[src/rtl/pcseq_pkg.sv]
// Shared widths, instruction classes and branch-action encoding for the
// program sequencer. Assumes a 24-bit instruction word.
package pcseq_pkg;
    localparam int unsigned INSTR_W = 24;
    localparam int unsigned NA_W    = 11;
    localparam int unsigned BANK_W  = 2;
    localparam int unsigned PC_W    = 1 + BANK_W + NA_W;
    localparam int unsigned CODE_W  = 9;
    localparam int unsigned FLAG_W  = 6;

    typedef enum logic [1:0] {
        CLS_OP  = 2'd0,
        CLS_RET = 2'd1,
        CLS_JMP = 2'd2,
        CLS_LDI = 2'd3
    } instr_class_e;

    typedef enum logic [2:0] {
        ACT_NEXT   = 3'd0,
        ACT_TARGET = 3'd1,
        ACT_SERIAL = 3'd2,
        ACT_LOW    = 3'd3,
        ACT_HIGH   = 3'd4
    } branch_act_e;

    typedef struct packed {
        branch_act_e act;
        logic        push;
    } branch_dec_t;
endpackage

[src/rtl/pcseq_branch_decode.sv]
// Turns a 9-bit jump condition code plus the live status inputs into a
// branch action and a push request. Purely combinational; assumes the
// caller only uses the result for jump-class instructions.
module pcseq_branch_decode
    import pcseq_pkg::*;
(
    input  logic [CODE_W-1:0] code,
    input  logic [FLAG_W-1:0] flags_a,
    input  logic [FLAG_W-1:0] flags_b,
    input  logic [3:0]        dp_low,
    input  logic              rqm,
    output branch_dec_t       dec
);
    localparam int unsigned PAD_W = 8;

    logic [PAD_W-1:0] flag_pad;
    logic [2:0]       flag_idx;
    logic             flag_code;

    // Select the accumulator flag set and the flag named by the code.
    always_comb begin
        flag_pad  = {{(PAD_W-FLAG_W){1'b0}}, (code[2] ? flags_b : flags_a)};
        flag_idx  = code[5:3];
        flag_code = (code[8:6] == 3'b010) && !code[0]
                    && (32'(flag_idx) < FLAG_W);
    end

    // Resolve the branch action from the code table.
    always_comb begin
        dec = '{act: ACT_NEXT, push: 1'b0};
        if (flag_code) begin
            if (flag_pad[flag_idx] == code[1]) dec.act = ACT_TARGET;
        end else begin
            case (code)
                9'h000: dec.act = ACT_SERIAL;
                9'h0B0: if (dp_low == 4'h0) dec.act = ACT_TARGET;
                9'h0B1: if (dp_low != 4'h0) dec.act = ACT_TARGET;
                9'h0B2: if (dp_low == 4'hF) dec.act = ACT_TARGET;
                9'h0B3: if (dp_low != 4'hF) dec.act = ACT_TARGET;
                9'h0BC: if (!rqm) dec.act = ACT_TARGET;
                9'h0BE: if (rqm)  dec.act = ACT_TARGET;
                9'h100: dec.act = ACT_LOW;
                9'h101: dec.act = ACT_HIGH;
                9'h140: dec = '{act: ACT_LOW,  push: 1'b1};
                9'h141: dec = '{act: ACT_HIGH, push: 1'b1};
                default: dec.act = ACT_NEXT;
            endcase
        end
    end
endmodule

[src/rtl/pcseq_ret_stack.sv]
// Return-address stack with a wrapping pointer. Assumes DEPTH is a power
// of two and that push and pop are never requested together.
module pcseq_ret_stack #(
    parameter int unsigned DEPTH = 4,
    parameter int unsigned W     = 14,
    localparam int unsigned PTR_W = $clog2(DEPTH)
) (
    input  logic             clk,
    input  logic             rst_n,
    input  logic             push,
    input  logic             pop,
    input  logic [W-1:0]     din,
    output logic [W-1:0]     top,
    output logic [PTR_W-1:0] ptr
);
    logic [W-1:0]     mem [DEPTH];
    logic [PTR_W-1:0] ptr_dec;

    // One write port per entry, enabled when the pointer addresses it.
    for (genvar g = 0; g < DEPTH; g++) begin : g_entry
        always_ff @(posedge clk) begin
            if (push && ptr == PTR_W'(g)) mem[g] <= din;
        end
    end

    // Move the pointer up on push and down on pop, wrapping.
    always_ff @(posedge clk) begin
        if (!rst_n)    ptr <= '0;
        else if (push) ptr <= ptr + PTR_W'(1);
        else if (pop)  ptr <= ptr_dec;
    end

    // Expose the most recently pushed entry.
    always_comb begin
        ptr_dec = ptr - PTR_W'(1);
        top     = mem[ptr_dec];
    end
endmodule

[src/rtl/pcseq_top.sv]
// Program counter and branch unit. On each step pulse it retires the
// instruction at pc and registers the next pc. Assumes instr and the
// status inputs are valid during the step cycle.
module pcseq_top
    import pcseq_pkg::*;
#(
    parameter int unsigned STACK_DEPTH = 4
) (
    input  logic                           clk,
    input  logic                           rst_n,
    input  logic                           step,
    input  logic [INSTR_W-1:0]             instr,
    input  logic [FLAG_W-1:0]              flags_a,
    input  logic [FLAG_W-1:0]              flags_b,
    input  logic [3:0]                     dp_low,
    input  logic                           rqm,
    input  logic [PC_W-1:0]                so_val,
    output logic [PC_W-1:0]                pc,
    output logic [$clog2(STACK_DEPTH)-1:0] sp
);
    instr_class_e  cls;
    branch_dec_t   dec;
    logic [PC_W-1:0] pc_inc, tgt, pc_nxt, stk_top;
    logic          do_push, do_pop;

    // Split the instruction word into class and target fields.
    always_comb begin
        cls    = instr_class_e'(instr[INSTR_W-1 -: 2]);
        pc_inc = pc + PC_W'(1);
        tgt    = {pc_inc[PC_W-1], instr[BANK_W-1:0], instr[BANK_W +: NA_W]};
    end

    pcseq_branch_decode i_dec (
        .code    (instr[INSTR_W-3 -: CODE_W]),
        .flags_a (flags_a),
        .flags_b (flags_b),
        .dp_low  (dp_low),
        .rqm     (rqm),
        .dec     (dec)
    );

    // Stack requests are qualified by step and the instruction class.
    always_comb begin
        do_push = step && (cls == CLS_JMP) && dec.push;
        do_pop  = step && (cls == CLS_RET);
    end

    pcseq_ret_stack #(.DEPTH(STACK_DEPTH), .W(PC_W)) i_stack (
        .clk   (clk),
        .rst_n (rst_n),
        .push  (do_push),
        .pop   (do_pop),
        .din   (pc_inc),
        .top   (stk_top),
        .ptr   (sp)
    );

    // Choose the next counter value from class and branch action.
    always_comb begin
        pc_nxt = pc_inc;
        case (cls)
            CLS_RET: pc_nxt = stk_top;
            CLS_JMP: begin
                case (dec.act)
                    ACT_TARGET: pc_nxt = tgt;
                    ACT_SERIAL: pc_nxt = so_val;
                    ACT_LOW:    pc_nxt = {1'b0, tgt[PC_W-2:0]};
                    ACT_HIGH:   pc_nxt = {1'b1, tgt[PC_W-2:0]};
                    default:    pc_nxt = pc_inc;
                endcase
            end
            default: pc_nxt = pc_inc;
        endcase
    end

    // Register the program counter on each step pulse.
    always_ff @(posedge clk) begin
        if (!rst_n)    pc <= '0;
        else if (step) pc <= pc_nxt;
    end
endmodule

[config.mk]
export PLATFORM = sky130hd
export DESIGN_NAME = pcseq_top
export DESIGN_NICKNAME = d
export VERILOG_FILES = /design/src/rtl/pcseq_pkg.sv /design/src/rtl/pcseq_branch_decode.sv /design/src/rtl/pcseq_ret_stack.sv /design/src/rtl/pcseq_top.sv
export SDC_FILE = /design/constraint.sdc
export NUM_CORES = 1
export LEC_CHECK = 0
export BUFFER_PORTS_ARGS = -buffer_cell sky130_fd_sc_hd__buf_4
export CORE_MARGIN = 2
export CORE_UTILIZATION = 30
export CTS_BUF_LIST = sky130_fd_sc_hd__clkbuf_8
export CTS_CLUSTER_DIAMETER = 200
export CTS_CLUSTER_SIZE = 30
export DETAILED_ROUTE_END_ITERATION = 16
export HOLD_SLACK_MARGIN = 0.03
export PLACE_DENSITY = 0.46
export SLEW_MARGIN = 30
export SYNTH_ARGS = -nofsm -noshare
export SYNTH_HDL_FRONTEND = slang
export SYNTH_SLANG_ARGS = --single-unit
[constraint.sdc]
create_clock -name clk -period 4.68 [get_ports clk]
set_input_delay 0.468 -clock clk [delete_from_list [all_inputs] [get_ports clk]]
set_output_delay 0.468 -clock clk [all_outputs]
set_load 0.03 [all_outputs]
; ---- Word-level counts from Yosys, hierarchy flattened
; Memories as Yosys holds them, arrays and structs flattened.
; Cells that the tools add are included.
[word_totals]
ff_bits = 16
mem_bits_rw = 56
in_bits = 58
output_inout_bits = 16
wordCells = 87
memories = 1
[mem_list]
columns = name, depth, word_bits, rd, rd_ports_with_merged_regs, wr, line
row1 = i_stack.mem, 4, 14, 1, 0, 1, pcseq_ret_stack.sv:16  ; logic [W-1:0] mem [DEPTH];
[op_classes]
addsub = 3
order_cmp = 2
eq_ne = 23
mux = 35
reduce_logical = 21
[op_table]
columns = operator, count
row1 = one-hot mux 14 bit (4 select lines), 1
row2 = "== test 9 x 8 -> 1 bit, second input constant", 6
row3 = two-way mux 14 bit, 3
row4 = OR reduction 14 bit, 3
row5 = "== test 9 bit, second input constant", 4
row6 = one-hot mux 14 bit (2 select lines), 1
row7 = one-hot mux 3 bit (9 select lines), 1
row8 = two-way mux 1 bit, 21
row9 = "adder 14 x 1 -> 14 bit, second input constant", 1
row10 = two-way mux 2 bit, 5
row11 = "== test 3 x 2 -> 1 bit, second input constant", 3
row12 = logical AND 1 bit, 9
row13 = zero test 9 bit, 1
row14 = "== test 2 bit, second input constant", 3
row15 = two-way mux 6 bit, 1
row16 = OR reduction 2 bit, 3
row17 = "== test 2 x 1 -> 1 bit, second input constant", 2
row18 = "== test 4 bit, second input constant", 1
row19 = zero test 4 bit, 1
row20 = "< comparator 3 x 4 -> 1 bit, second input constant", 1
row21 = "!= test 4 bit, second input constant", 1
row22 = nonzero test 4 bit, 1
row23 = binary-select mux 1 bit (select 3 bit), 1
row24 = "== test 3 x 1 -> 1 bit, second input constant", 1
row25 = other kinds (9), 9

; ---- Logic depth before layout (Yosys ltp)
; Gate-level depths: netlist (run 1).
[logic_depth]
depth_word = 12
mapped_depth = 12
ltp_nobuf = 8

; ---- Modules after synthesis
; A second synthesis (run 1) with hierarchy kept.
[unflattened]
hier_cells = 332
hier_area_um2 = 4040.1
[by_module_without_submodules]
columns = module, instances, cells_per_inst, area_per_inst_um2, seq_area_each_um2
row1 = pcseq_ret_stack, 1, 93, 2230.9, 1721.7
row2 = pcseq_top, 1, 204, 1507.7, 280.3
row3 = pcseq_branch_decode, 1, 35, 301.5, 0.0

; ---- Least setup slack after synthesis (run 1)
; OpenSTA, ideal clock, no wires.
[synth_path]
path_type = reg2reg
from = register i_stack.ptr[0]
to = register pc[5]
setup_time_ns = 0.122
arrival_ns = 2.981
required_ns = 4.558
slack_ns = 1.577
stages_incl_launch_ff = 11
n_path_buf = 3
synth_period_minus_slack_ns = 3.103
path_cell_list = dfxtp_1 > buf_2 > buf_2 > inv_1 > ha_1 > clkbuf_1 > mux4_2 > and2_1 > or3_1 > and2_1 > a221o_1
[synth_via]
elab_chain_len = 3
[synth_lines]
columns = item, line
row1 = from (decl), pcseq_ret_stack.sv:14  ; output logic [PTR_W-1:0] ptr
row2 = from (signal assigned), pcseq_ret_stack.sv:29  ; else if (push) ptr <= ptr + PTR_W'(1);
row3 = from (signal assigned), pcseq_ret_stack.sv:30  ; else if (pop) ptr <= ptr_dec;
row4 = subtractor 2 x 1 -> 2 bit, pcseq_ret_stack.sv:35  ; ptr_dec = ptr - PTR_W'(1);
row5 = memory read (4 x 14 bit), n/a
row6 = one-hot mux 14 bit (2 select lines), pcseq_top.sv:61  ; case (cls)
row7 = to (signal assigned), pcseq_top.sv:79  ; else if (step) pc <= pc_nxt;
row8 = to (decl), pcseq_top.sv:18  ; output logic [PC_W-1:0] pc,
; Every way passes these cells.
; A chain may end at the register's enable or synchronous reset.

; ---- Final worst setup path (run 1)
; Same ends and word-level chain as after synthesis.

==> results of run 1 <==
-- path summary, 6_finish.rpt --
path	from	endpoint	slack (ps)
worst max-delay path	i_stack.ptr[0]	pc[5]	1590
worst max register to register	i_stack.ptr[0]	pc[5]	1590
worst min register to register	pc[13]	pc[13]	540
worst min-delay path	so_val[2]	pc[2]	380
-- sequential cells by signal, indices dropped and copies added, names as in the netlist --
register,flops
i_stack.ptr,2
pc,14
i_stack.mem,56
-- worst max-delay path, delay by kind of cell, from the launching register on --
kind	cells	cell delay, ps
AOI/OAI and AO/OA	3	670
muxes	1	410
adders and majority gates	1	750
and+or+nand+nor	2	380
DFF	1	310
buffers and inverters	2	440
-- cells in the final DEF (no fill, tap or decap), drive strengths merged, types with 3 or more instances in the layout --
cell      n
buf      76
edfxtp   56
nand2    23
nand3    18
inv      16
mux4     16
dfxtp    16
o21ai    14
a21oi    13
nor3     12
a31oi    12
and2     10
nand4    10
o211ai    9
clkbuf    9
xnor2     8
nor2      8
xor2      7
ha        7
mux2i     7
nor4      6
a211o     5
clkinv    5
and3      4
nor2b     4
o2111ai   4
a211oi    4
or2       4
or3       3
nand2b    3
a221o     3
-- power breakdown --
part / internal, mW / switching [mW]
Combinational: 0.109 / 0.140
Clock: 0.246 / 0.248
Sequential: 0.703 / 0.0169
-- per-stage QoR --
| step | std cells | cell area (sq um) |
|---|---|---|
| after floorplan | 348 | 4000 |
| after global placement | 577 | 4670 |
| after detailed placement | 577 | 4670 |
| after CTS | 593 | 4870 |
| after global routing | 593 | 4870 |
| final | 593 | 4870 |
-- metal layers --
layer	track usage, %	up-vias	routed length (microns)
li1	-	1489	-
met1	22.9	1558	5170
met2	27.9	143	5750
met3	3.69	17	829
met4	5.66	0	175
met5	0	-	0
-- layout make-up --
type	instances	area [sq um]	share of cell area [%]
Tap cell	176	220	4.52
Inverter	16	60.1	1.23
Multi-Input combinational cell	237	1820	37.4
Clock inverter	7	72.6	1.49
Clock buffer	9	124	2.54
Timing Repair Buffer	76	571	11.7
Sequential cell	72	2000	41.1
-- logic make-up after synthesis --
family	share of synthesized area, %
simple gates	15.6
compound gates	13.4
flops	50.0
buf+inv	4.44
mux	11.1
xor+xnor	3.28
fa+ha+maj	2.19
==> results list, run 1 <==
* Data arrival at the endpoint of the critical path: 3330 ps
- First-pass iteration count of the detailed router: 7
* Placement Rows: 42
* Insertion delay to the later sink of the worst-skew pair: 350 ps
* Synthesized instance count: roughly 350
* PnR Total Power: between 1 and 1.5 mW
- Derived from the worst setup path, the maximum achievable clock frequency is 324 MHz.
- In the synthesized netlist the dominant register cell turns out to be sky130_fd_sc_hd__edfxtp_1.
- Yosys top cell area share: between 40% and 50%
* Global-route wire length before repair: 18500 microns
* Min-Delay Path Depth: 3
- In the post-synthesis netlist, the biggest area contributors are sky130_fd_sc_hd__edfxtp_1, sky130_fd_sc_hd__mux4_2, sky130_fd_sc_hd__dfxtp_1, sky130_fd_sc_hd__nand3_1, sky130_fd_sc_hd__ha_1.
- Buffers placed on the I/O ports in this run total 73.
- Drt initial violations: approximately 190
* Average wire per cell in the routed design: 20.1 microns
- The number of cells on the worst reg-to-reg path is 9.
- The congestion estimate from routability-driven global placement came to 0.799.
- Cts bufs inserted: 9
- Clock period minus worst slack: 3090 ps
- Net count, final: 477
- Entering global routing, the biggest net connects 26 pins.
- Clock transition time at the flip-flop clock pins of the worst setup and hold paths: around 80 ps
- Die ar.: 14300 sq um
- Setup total negative slack on the finished layout was measured at 0 ps.
- Dividing total power by cell area gives a power density of 300 nW/um^2.
- Setup violations remaining at the end of the flow were counted as 0.
* Width of the die: 119 microns
- Residual DRC: 0
- Setup repair after global routing left no endpoint under its margin.
- IR analysis of the VDD net gives a maximum drop of 0.123 mV.
- Detail Placement HPWL: 8600 microns
- Post-CTS setup-driven buffer insertion count: 0
- The routed design has 11900 microns of wire.
* Library cell with the largest summed area after synthesis: sky130_fd_sc_hd__edfxtp_1
* Sequential cell area fraction in the yosys report: about half
* Slew headroom: 34.8%
- Vias in the first global route: approximately 3200
- 0 antenna diodes ended up in the layout.
* Number of antenna violations at the first check in global routing: 0
- Global routing consumed, over all layers together, 17.2% of the routing resources.
- Number of enable flip-flop cells after synthesis: between 50 and 60
- The synthesized design contains 72 register bits.
* Tightest Pin Transition: 974 ps
* Final cycle utilization of the critical path: 65.9%
- Count of distinct cell types in the synthesized netlist: 55
- The number of hold violations in the final report came to 0.
- Mean instance size in the synthesized netlist: 11.5 sq um
* Number of resized instances in the post-cts repair step: 0
- Synth Net Count: just over 400
* Critical Path Source Type: flip-flop
- The cell sitting at the root of the clock tree is a sky130_fd_sc_hd__clkbuf_8.
- In this run the remaining antenna-violating nets after routing total 0.
- Along the worst path, the maximum fanout reaches 18.
- The core region is between 10000 and 15000 sq um.
- On the final layout, the worst clock skew is 10.7 ps.
- For this design the top-level I/O count stands at 74.
- OpenSTA, run right after detailed placement, puts the worst setup slack at 1610 ps.
* Die outline height: 119 microns
- Reported leakage power: roughly 1.7 nW
* Share of synthesized flip-flops with an asynchronous set or reset: 0%
* Max-Cap Viols: 0
- Standard cell with the maximum stage delay on the critical path: sky130_fd_sc_hd__ha_1
* CP peak stage delay: 750 ps
- The H-tree generated during clock tree synthesis spans 3 levels.
* Top cells by count, synth: sky130_fd_sc_hd__edfxtp_1, sky130_fd_sc_hd__nand2_1, sky130_fd_sc_hd__nand3_1
- The path class of the tightest hold or removal check is input pin to flip-flop.
- For this configuration, the core starts out at a cell density of 30.4%.
- Clk sinks: 72
- Cells along the critical path: buf_4, inv_1, ha_1, mux4_2, and2_1, a211oi_1, nor2b_1, a311oi_1, a221o_1
- Detailed-route via count: 3207
* Post-synthesis instance area: 4000 sq um
* Data required time at the worst endpoint: between 4000 and 5000 ps
- Fill cells in the final layout number around 1300.
* Clock tree from TritonCTS: yes
- Cell with the most instances after synthesis: sky130_fd_sc_hd__edfxtp_1
- Bufs on Longest Clock Path: 2
* Critical path endpoint category: flip-flop
- Synth-to-layout area growth: 21.7%
- The Yosys step of the flow raised 0 warnings.
- On the final layout, the worst hold slack is between 300 and 400 ps.
- The run finished with clean final reports.
* Layout cells sized above 1: 26.6%
- Final Slew Violations: 0
- In the post-route analysis, the smallest setup slack over all paths is around 1600 ps.
- In the routed layout, each cell is associated on average with a via count of 5.41.
- CP Class: flip-flop to flip-flop
* Number of buffers inserted for hold repair after clock tree synthesis: 0
- GRT overflow: 0
* Utilization after layout: 37.1%
No activity file was read; power rests on OpenSTA's default activity.
==> inputs of run 2 (changes only) <==
- PLACE_DENSITY: 0.46 -> 0.48
- clock period: 4.68 -> 2.8 ns (I/O delays scaled with it)
==> run 2 against run 1 <==
Largest cell class unchanged. Die area unchanged. Register-to-register slack worse by 1100 ps. Sequential power up 67%. Clock skew up 4.2 ps. Routed wire length up 0.58%.
==> results list, run 2 (synthesis results as in run 1) <==
- The critical path is of the flip-flop to flip-flop type.
* GRT overflow: 0
* Insertion delay to the later sink of the worst-skew pair: 360 ps
- TritonCTS built the clock tree.
- The number of hold violations in the final report came to 0.
- The worst setup path is captured at a flip-flop.
- The number of hold buffers added after CTS was 0.
* Via density per instance: 5.30
- The worst hold path begins at so_val[0].
- Clock period minus worst slack: 2340 ps
- Entering global routing, the biggest net connects 26 pins.
- The layout has 1343 filler cells.
- The tool flagged a number of max-cap violations equal to 0.
* Count of placed standard cells in the final layout, fillers left out: around 610
* Run status: completed
* Utilization after layout: about 38%
- Post-route clock skew: around 15 ps
- Summed over all failing endpoints, the final setup total negative slack is 0 ps.
* Data required time at the worst endpoint: 3040 ps
- Counting along the longest clock path gives a buffer depth of 2.
* Final Slew Violations: 0
- Overall track demand over capacity in global routing: 17.5%
- The placed instances occupy a cell area of 4810 sq um.
* Slew headroom: a little under half
- The worst setup path is launched from a flip-flop.
- Clock transition time at the flip-flop clock pins of the worst setup and hold paths: 90 ps
* Max IR drop VDD: roughly 0.17 mV
- In this run the critical register-to-register path is captured at pc[5].
- Highest achievable clock rate: 427 MHz
* RSZ-0062 raised after global routing: false
* Die ar.: 14300 sq um
- Global-route wire length before repair: 18900 microns
- After detailed routing, the average wire length per cell comes to 19.6 microns.
- For this block, the routed nets add up to 12000 microns of wire.
* Cts bufs inserted: 9
- Power density over the cells: 475 nW/um^2
- Summing over every cut layer, the via total after detailed routing is 3240.
* Final setup violation count: 0
* Vias in the first global route: 3259
- The signal on the critical path passes through inv_1, ha_1, mux4_2, and2_1, a211oi_1, nor2b_1, a311oi_1, a221o_1.
* I/O pin count: 74
- Width of the die: around 120 microns
* Setup slack of the worst register-to-register path: between 400 and 500 ps
- Clk sinks: 72
- In the final design database the tool counted approximately 500 nets.
* Tightest Pin Transition: 777 ps
- Gates resized during post-CTS repair numbered 0.
* Antenna Cells: 0
- The initial antenna violation count is 0.
- CP peak stage delay: 430 ps
* GP Congestion: 0.855
* IO Port Bufs: 73
- Data arrival at the endpoint of the critical path: ~2600 ps
- R2R cell count: 8
* Placement Rows: 42
- The largest registers in the layout are i_stack.mem x56, pc x14, i_stack.ptr x2.
- Path type of the worst min-delay path: input pin to flip-flop
- After the first detailed-routing iteration, the DRC count stood at between 300 and 400.
* Count of placed standard cells including taps: 595
* PnR Total Power: between 2 and 2.5 mW
- Post-detailed-route count of antenna-violating nets: 0
* Die outline height: between 100 and 150 microns
- CTS HTree Levels: 3
* Largest Register: i_stack.mem
- Most frequent cells in the layout: sky130_fd_sc_hd__buf_4, sky130_fd_sc_hd__edfxtp_1, sky130_fd_sc_hd__nand2_1, sky130_fd_sc_hd__nand3_1, sky130_fd_sc_hd__inv_1
- With fillers left out, the area of the finished cells amounts to 4980 sq um.
- After layout, the worst path uses 83.7% of the clock period.
* Min-Delay Path Depth: 3
- Standard cell with the maximum stage delay on the critical path: sky130_fd_sc_hd__ha_1
- Post-place setup slack: 274 ps
* Reported leakage power: about 1.8 nW
- The area growth from synthesis to layout is 24.5%.
- The register with the most flip-flops in the layout has 56 of them.
- The number of setup buffers added after CTS is 0.
- Endpoint of the worst hold path: pc[0]
* Area of the core: around 13000 sq um
- In this run the critical register-to-register path is launched from i_stack.ptr[0].
* Layout cells sized above 1: between 20 and 30%
- Detail Placement HPWL: approximately 9200 microns
* Residual DRC: 0
- Most common cell after layout, fill and taps aside: sky130_fd_sc_hd__buf_4
* Max Fanout on Critical Path: 6
- Once routing completed, OpenROAD measured the worst setup slack at 457 ps.
- Root buf cell: sky130_fd_sc_hd__clkbuf_8
- Effective utilization at floorplan: between 30% and 40%
- First-pass iteration count of the detailed router: 4
- On the final layout, the worst hold slack is 194 ps.
-- run 2: changes by cell type in the layout (fill, tap and decap cells not counted) --
cell,delta
sky130_fd_sc_hd__inv_1,+1
sky130_fd_sc_hd__clkinv_2,+1
sky130_fd_sc_hd__clkinv_1,-1
sky130_fd_sc_hd__dfxtp_1,-1
sky130_fd_sc_hd__dfxtp_2,+1
sky130_fd_sc_hd__inv_6,+1
sky130_fd_sc_hd__bufinv_16,-1
sky130_fd_sc_hd__buf_4,+18
sky130_fd_sc_hd__clkinv_4,-1
-- run 2: worst max-delay path by stage --
stage	slack, ps	startpoint	end
5_1_grt	320	i_stack.ptr[0]	pc[6]
6_report	460	i_stack.ptr[0]	pc[5]
2_1_floorplan	30	i_stack.ptr[0]	pc[8]
4_1_cts	430	i_stack.ptr[0]	pc[6]
3_5_place_dp	270	instr[14]	pc[6]
3_3_place_gp	340	instr[14]	pc[6]
-- run 2: metal layers --
metal  share of wire (%)  GRT usage, %  up-vias
met5                   0             0        -
met4                 1.6          5.37        0
met3                 5.5          3.45       12
met2                  46          26.9      106
met1                  46          25.0     1591
li1                    -             -     1531
-- run 2: power by group --
part | switching [mW] | internal (mW) | total [mW] | leakage (nW)
Combinational | 0.236 | 0.190 | 0.426 | 1.10
Sequential | 0.0295 | 1.17 | 1.20 | 0.647
Clock | 0.415 | 0.321 | 0.736 | 0.0908
-- run 2: layout make-up --
class / count / area (sq um) / share of cell area (%)
multi-input cells: 237 / 1820 / 36.5
clock inverters: 7 / 47.5 / 0.955
flip-flops and latches: 72 / 2000 / 40.2
clock buffers: 9 / 124 / 2.49
repair buffers: 94 / 706 / 14.2
well taps: 176 / 220 / 4.42
inverters: 16 / 60.1 / 1.21
-- run 2: critical path: cells and delay by family, from the launching register on --
family,cells,cell delay (ps)
buffers and inverters,1,70
adders and majority gates,1,430
muxes,1,340
and+or+nand+nor,2,380
DFF,1,330
AOI/OAI and AO/OA,3,700
